==> config.mk <==
export PLATFORM = sky130hd
export DESIGN_NAME = memop_wait_tracker
export DESIGN_NICKNAME = d
export VERILOG_FILES = /design/src/rtl/memop_wait_pkg.sv /design/src/rtl/memop_counter.sv /design/src/rtl/memop_wait_gate.sv /design/src/rtl/memop_wait_tracker.sv
export SDC_FILE = /design/constraint.sdc
export NUM_CORES = 1
export LEC_CHECK = 0
export BUFFER_PORTS_ARGS = -buffer_cell sky130_fd_sc_hd__buf_2
export CORE_ASPECT_RATIO = 0.75
export CORE_MARGIN = 2
export CORE_UTILIZATION = 53
export CTS_CLUSTER_DIAMETER = 120
export CTS_CLUSTER_SIZE = 12
export DETAILED_ROUTE_END_ITERATION = 10
export PLACE_DENSITY = 0.8
export SYNTH_ARGS = -nofsm -noshare
export SYNTH_HDL_FRONTEND = slang
export SYNTH_SLANG_ARGS = --single-unit
==> constraint.sdc <==
create_clock -name clk -period 3.6 [get_ports clk]
set_input_delay 0.54 -clock clk [delete_from_list [all_inputs] [get_ports clk]]
set_output_delay 0.54 -clock clk [all_outputs]
set_load 0.01 [all_outputs]
==> src/rtl/memop_wait_pkg.sv <==
package memop_wait_pkg;

    localparam int CNT_W   = 6;
    localparam int NUM_CNT = 2;
    localparam int VEC_IDX = 0;
    localparam int SHR_IDX = 1;

    typedef enum logic [1:0] {
        OP_VLOAD  = 2'd0,
        OP_VSTORE = 2'd1,
        OP_SHARED = 2'd2,
        OP_SCALAR = 2'd3
    } op_class_e;

    typedef struct packed {
        logic       inc;
        logic [1:0] dec;
    } cnt_ctrl_t;

    function automatic logic is_vector(op_class_e c);
        return (c == OP_VLOAD) || (c == OP_VSTORE);
    endfunction

    function automatic logic [1:0] pair_sum(logic a, logic b);
        return {1'b0, a} + {1'b0, b};
    endfunction

endpackage

==> src/rtl/memop_counter.sv <==
module memop_counter
    import memop_wait_pkg::*;
#(
    parameter int W = CNT_W
) (
    input  logic         clk,
    input  logic         rst,
    input  cnt_ctrl_t    ctrl,
    output logic [W-1:0] count,
    output logic         room
);
    localparam logic [W-1:0] MAXV = {W{1'b1}};
    localparam int           SW   = W + 2;

    logic [SW-1:0] raised;
    logic [SW-1:0] dec_w;
    logic [W-1:0]  nxt;

    always_comb begin
        raised = {2'b00, count} + {{(SW-1){1'b0}}, ctrl.inc};
        dec_w  = {{(SW-2){1'b0}}, ctrl.dec};
        if (raised < dec_w)
            nxt = '0;
        else
            nxt = W'(raised - dec_w);
    end

    always_ff @(posedge clk) begin
        if (rst) count <= '0;
        else     count <= nxt;
    end

    assign room = (count != MAXV);

    p_reset_clear_r1: assert property (@(posedge clk) rst |=> (count == '0))
        else $error("counter not cleared by reset");
    p_no_overflow_r7: assert property (@(posedge clk) disable iff (rst)
        (count == MAXV && ctrl.dec == 2'd0) |=> (count == MAXV))
        else $error("saturated counter moved");
    p_floor_r8: assert property (@(posedge clk) disable iff (rst)
        (count == '0 && !ctrl.inc) |=> (count == '0))
        else $error("counter went below zero");
    p_balance_r5: assert property (@(posedge clk) disable iff (rst)
        (ctrl.inc && ctrl.dec == 2'd1) |=> $stable(count))
        else $error("issue plus completion changed counter");
endmodule

==> src/rtl/memop_wait_gate.sv <==
module memop_wait_gate
    import memop_wait_pkg::*;
#(
    parameter int W = CNT_W
) (
    input  logic         clk,
    input  logic         rst,
    input  logic         req,
    input  logic [W-1:0] req_vec_thr,
    input  logic [W-1:0] req_shr_thr,
    input  logic [W-1:0] vcnt,
    input  logic [W-1:0] scnt,
    output logic         stall
);
    logic         held;
    logic [W-1:0] held_vec_thr;
    logic [W-1:0] held_shr_thr;
    logic [W-1:0] eff_vec_thr;
    logic [W-1:0] eff_shr_thr;
    logic         met;

    always_comb begin
        eff_vec_thr = req ? req_vec_thr : held_vec_thr;
        eff_shr_thr = req ? req_shr_thr : held_shr_thr;
        met         = (vcnt <= eff_vec_thr) && (scnt <= eff_shr_thr);
        stall       = (req || held) && !met;
    end

    always_ff @(posedge clk) begin
        if (rst) begin
            held         <= 1'b0;
            held_vec_thr <= '0;
            held_shr_thr <= '0;
        end else begin
            held <= stall;
            if (req) begin
                held_vec_thr <= req_vec_thr;
                held_shr_thr <= req_shr_thr;
            end
        end
    end

    p_idle_no_stall_r11: assert property (@(posedge clk) disable iff (rst)
        (!req && !held) |-> !stall)
        else $error("stall without a wait");
    p_stall_needs_work_r9: assert property (@(posedge clk) disable iff (rst)
        stall |-> (vcnt != '0 || scnt != '0))
        else $error("stall with nothing outstanding");
endmodule

==> src/rtl/memop_wait_tracker.sv <==
module memop_wait_tracker
    import memop_wait_pkg::*;
#(
    parameter int CNT_W = memop_wait_pkg::CNT_W
) (
    input  logic             clk,
    input  logic             rst,
    input  logic             issue_valid,
    input  logic [1:0]       issue_class,
    output logic             issue_ready,
    input  logic             vload_wb,
    input  logic             vstore_ack,
    input  logic             shared_done,
    input  logic             scalar_done,
    input  logic             wait_req,
    input  logic [CNT_W-1:0] wait_vec_thr,
    input  logic [CNT_W-1:0] wait_shr_thr,
    output logic             stall,
    output logic [CNT_W-1:0] vec_count,
    output logic [CNT_W-1:0] shr_count
);
    op_class_e        cls;
    logic             sel_vec;
    logic             accept;
    cnt_ctrl_t        ctrl  [NUM_CNT];
    logic [CNT_W-1:0] cnt   [NUM_CNT];
    logic             room  [NUM_CNT];

    always_comb begin
        cls         = op_class_e'(issue_class);
        sel_vec     = is_vector(cls);
        issue_ready = sel_vec ? room[VEC_IDX] : room[SHR_IDX];
        accept      = issue_valid && issue_ready;
        ctrl[VEC_IDX].inc = accept && sel_vec;
        ctrl[VEC_IDX].dec = pair_sum(vload_wb, vstore_ack);
        ctrl[SHR_IDX].inc = accept && !sel_vec;
        ctrl[SHR_IDX].dec = pair_sum(shared_done, scalar_done);
    end

    for (genvar g = 0; g < NUM_CNT; g++) begin : g_cnt
        memop_counter #(.W(CNT_W)) u_cnt (
            .clk   (clk),
            .rst   (rst),
            .ctrl  (ctrl[g]),
            .count (cnt[g]),
            .room  (room[g])
        );
    end

    assign vec_count = cnt[VEC_IDX];
    assign shr_count = cnt[SHR_IDX];

    memop_wait_gate #(.W(CNT_W)) u_gate (
        .clk         (clk),
        .rst         (rst),
        .req         (wait_req),
        .req_vec_thr (wait_vec_thr),
        .req_shr_thr (wait_shr_thr),
        .vcnt        (vec_count),
        .scnt        (shr_count),
        .stall       (stall)
    );

    p_shr_isolated_r6: assert property (@(posedge clk) disable iff (rst)
        (!(issue_valid && !is_vector(op_class_e'(issue_class))) && !shared_done && !scalar_done)
        |=> $stable(shr_count))
        else $error("shared counter moved by vector traffic");
    p_vec_isolated_r6: assert property (@(posedge clk) disable iff (rst)
        (!(issue_valid && is_vector(op_class_e'(issue_class))) && !vload_wb && !vstore_ack)
        |=> $stable(vec_count))
        else $error("vector counter moved by other traffic");
    p_vec_step_r2: assert property (@(posedge clk) disable iff (rst)
        (issue_valid && issue_ready && is_vector(op_class_e'(issue_class)) && !vload_wb && !vstore_ack)
        |=> (vec_count == $past(vec_count) + 1'b1))
        else $error("vector issue not counted");
endmodule

==> metrics.txt <==
status=complete, no violations; yosys warns=0; mean post-synth cell area=around 9.4 sq um; FF/Latch Area=500.5 sq um; min-delay worst type=register to register; CTS Buffer Depth=2; sw frac=40.74%; post-CTS setup buffer count=0; Synth Area in Adders=19.80%; die area=between 0.003 and 0.004 sq mm; initial DRC count=88; Starting Density=around 55%; non-filler cells, final=242; static leakage=~0.91 nW; root buffer cell=clkbuf_8; most common cell in the netlist=nor2_1; dpl cell area=0.001793 sq mm; Power Internal=~710 uW; initial antenna violation count=0; Power, Total=1.205 mW; clock share of power=13.5%; hold_ws=0.5144 ns; share of post-route cells with drive strength above 1=about 22%; via count=1334; HPWL after DPL=2784 um; Overall Global Routing Usage=between 20% and 30%; post-placement cell count=238; Die Ht=51.48 um; core area=0.002893 sq mm; Net Switching=490.8 uW; count of different cell masters after synthesis=37; crit path launch type=primary input; Synth-to-Final Area Change=15.40%; CP Data Required Time=around 3.1 ns; Pins Over Slew Limit=0; mean routed wirelength per cell=about 14 um; vias in the first global route=1280; H-tree depth=1; Seq pwr share=34.8%; Crit Path Max Fanout=13; die width=67.30 um; PortBufs=34; vias per cell=5.512; footprint of the multi-input gates=0.001025 sq mm; mapped cell area=0.001593 sq mm; Seq cells post-synth=25; post-route ant nets=0; Fill cells=258; CTS sink cnt=25; Post-synth EDFFs=0; nets@finish=251; Rows=17; Antenna Cells=0; Placer Congestion=0.9051; RSZ-0062 raised after global routing=false; Syn Inst Count=170; CTS tree=built; post-synthesis mux area share=8.955%; Logic pwr share=51.7%; Final Hold Viols=0; DRC Markers=0; kind of critical path=primary input to output port; Compound-Gate Fraction of Synth Area=a little under an eighth; Final Critical Period=3.096 ns; commonest cells in the netlist=27 x nor2_1, 25 x dfxtp_1, 22 x ha_1; Fin Setup TNS=0 ns; GR Overflow Total=0; Slew headroom=75.91%; CTS Buf Count=3; Final Cell Area=about 0.0018 sq mm; period utilisation layout=roughly 86%; Worst-Margin Slew=0.3614 ns; largest family of logic cells by synthesized area=adder cells; Clock Skew=between 0.004 and 0.005 ns; power per cell area=655.5 mW/mm^2; Synth area leaders=dfxtp_1 31%, ha_1 17%, mux2i_1 7.5%; dominant synthesized flop cell=dfxtp_1; crit path DAT=2.56 ns; syn_nets=216; IO Pins=36; final setup violation count=0; first-pass GRT wire length=5775 um; Clock Latency Late Sink=0.26 ns; final wirelength=3458 um; Simple-Gate Fraction of Synth Area=17.36%; register area share after synthesis=about a third; asr flop ratio synth=0%; worst IR drop on VDD=roughly 0.32 mV; # hold bufs at CTS=0; CTS resizes=0; area share of the largest cell type after synthesis=a little under a third; clk slew on worst S/H paths=0.08 ns; Synth Area in XOR/XNOR=6.599%; Peak Freq=between 0.3 and 0.4 GHz; max-cap violations=0; Critical Path End Type=output port; largest net degree at the start of global routing=14; area leader, netlist=dfxtp_1; Initial DRT Pass Iterations=4
==> through the flow <==
| step | utilization [%] | setup WS, ns |
|---|---|---|
| finish | 63.54 | 0.5037 |
| detailed placement | 61.98 | 0.5263 |
| global route | 63.54 | 0.4564 |
| CTS | 63.54 | 0.5221 |
| global placement | 61.98 | 0.5683 |
| floorplan | - | 0.6263 |
==> metal layers <==
metal  part of all wire (%)  up-vias  track usage [%]
li1                       -      660                -
met1                     47      632            29.00
met2                     47       40            36.80
met3                    4.7        2            5.286
met4                   0.49        0            5.102
met5                      0        -                0
==> power by group through the flow <==
| stage | clock, mW | combinational [mW] | sequential, mW |
|---|---|---|---|
| global placement | 0 | 0.572 | 0.418 |
| floorplan | 0 | 0.438 | 0.427 |
| global route | 0.179 | 0.699 | 0.426 |
| finish | 0.163 | 0.623 | 0.419 |
| detailed placement | 0 | 0.611 | 0.423 |
| CTS | 0.165 | 0.619 | 0.416 |
==> final timing paths <==
check	depth (start not counted)	slack, ns	start	endpoint
hold reg to reg	2	0.51	u_gate.held_vec_thr[3]	u_gate.held_vec_thr[3]
setup reg to reg	12	0.88	g_cnt[1].u_cnt.count[2]	g_cnt[1].u_cnt.count[4]
setup / recovery	9	0.50	wait_req	stall
hold / removal	2	0.51	u_gate.held_vec_thr[3]	u_gate.held_vec_thr[3]
==> cells in the final DEF (no fill, tap or decap), drive strengths merged <==
cell | netlist | layout
buf | 2 | 34
nor2 | 28 | 28
dfxtp | 25 | 25
ha | 22 | 22
mux2i | 12 | 12
inv | 12 | 12
a21o | 7 | 7
xnor2 | 7 | 7
nand3 | 6 | 6
nand2 | 5 | 5
xor2 | 5 | 5
nor3 | 4 | 4
clkbuf | 2 | 4
a21oi | 3 | 3
and4 | 3 | 3
nor3b | 2 | 2
mux2 | 2 | 2
a221o | 2 | 2
and2 | 2 | 2
o21a | 2 | 2
a31oi | 2 | 2
fa | 2 | 2
or3 | 2 | 2
nand4 | 1 | 1
a22oi | 1 | 1
clkinvlp | 1 | 1
a211o | 1 | 1
and3 | 1 | 1
o31ai | 1 | 1
o21ai | 1 | 1
a211oi | 1 | 1
nand2b | 1 | 1
o22ai | 1 | 1
nor4b | 1 | 1
==> kinds of logic after synthesis <==
kind of cell	count (synthesis)
flip-flops	25
AND/OR/NAND/NOR	56
AO/OA/AOI/OAI	22
multiplexers	14
adder cells (fa/ha/maj)	24
buffers and inverters	17
XOR/XNOR	12
==> critical path, stage by stage <==
cell and delay (ns):
buf_2 0.31, mux2i_1 0.30, ha_1 0.28, a21o_1 0.18, a21o_1 0.17, a221o_1 0.34, a22oi_1 0.21, nor2_1 0.07
buf_2 0.14
==> state kept, by name, indices dropped and copies added, names as in the netlist <==
register and count:
g_cnt.u_cnt.count 12, u_gate.held 1, u_gate.held_vec_thr 6, u_gate.held_shr_thr 6
==> area by class of cell <==
class                           count  share of cell area (%)
Clock buffer                        4                   2.451
Tap cell                           38                   2.587
Sequential cell                    25                   27.23
Timing Repair Buffer               34                   9.258
Multi-Input combinational cell    128                   55.75
Inverter                           13                   2.723
Note: power is estimated with default switching activity, not from simulation.
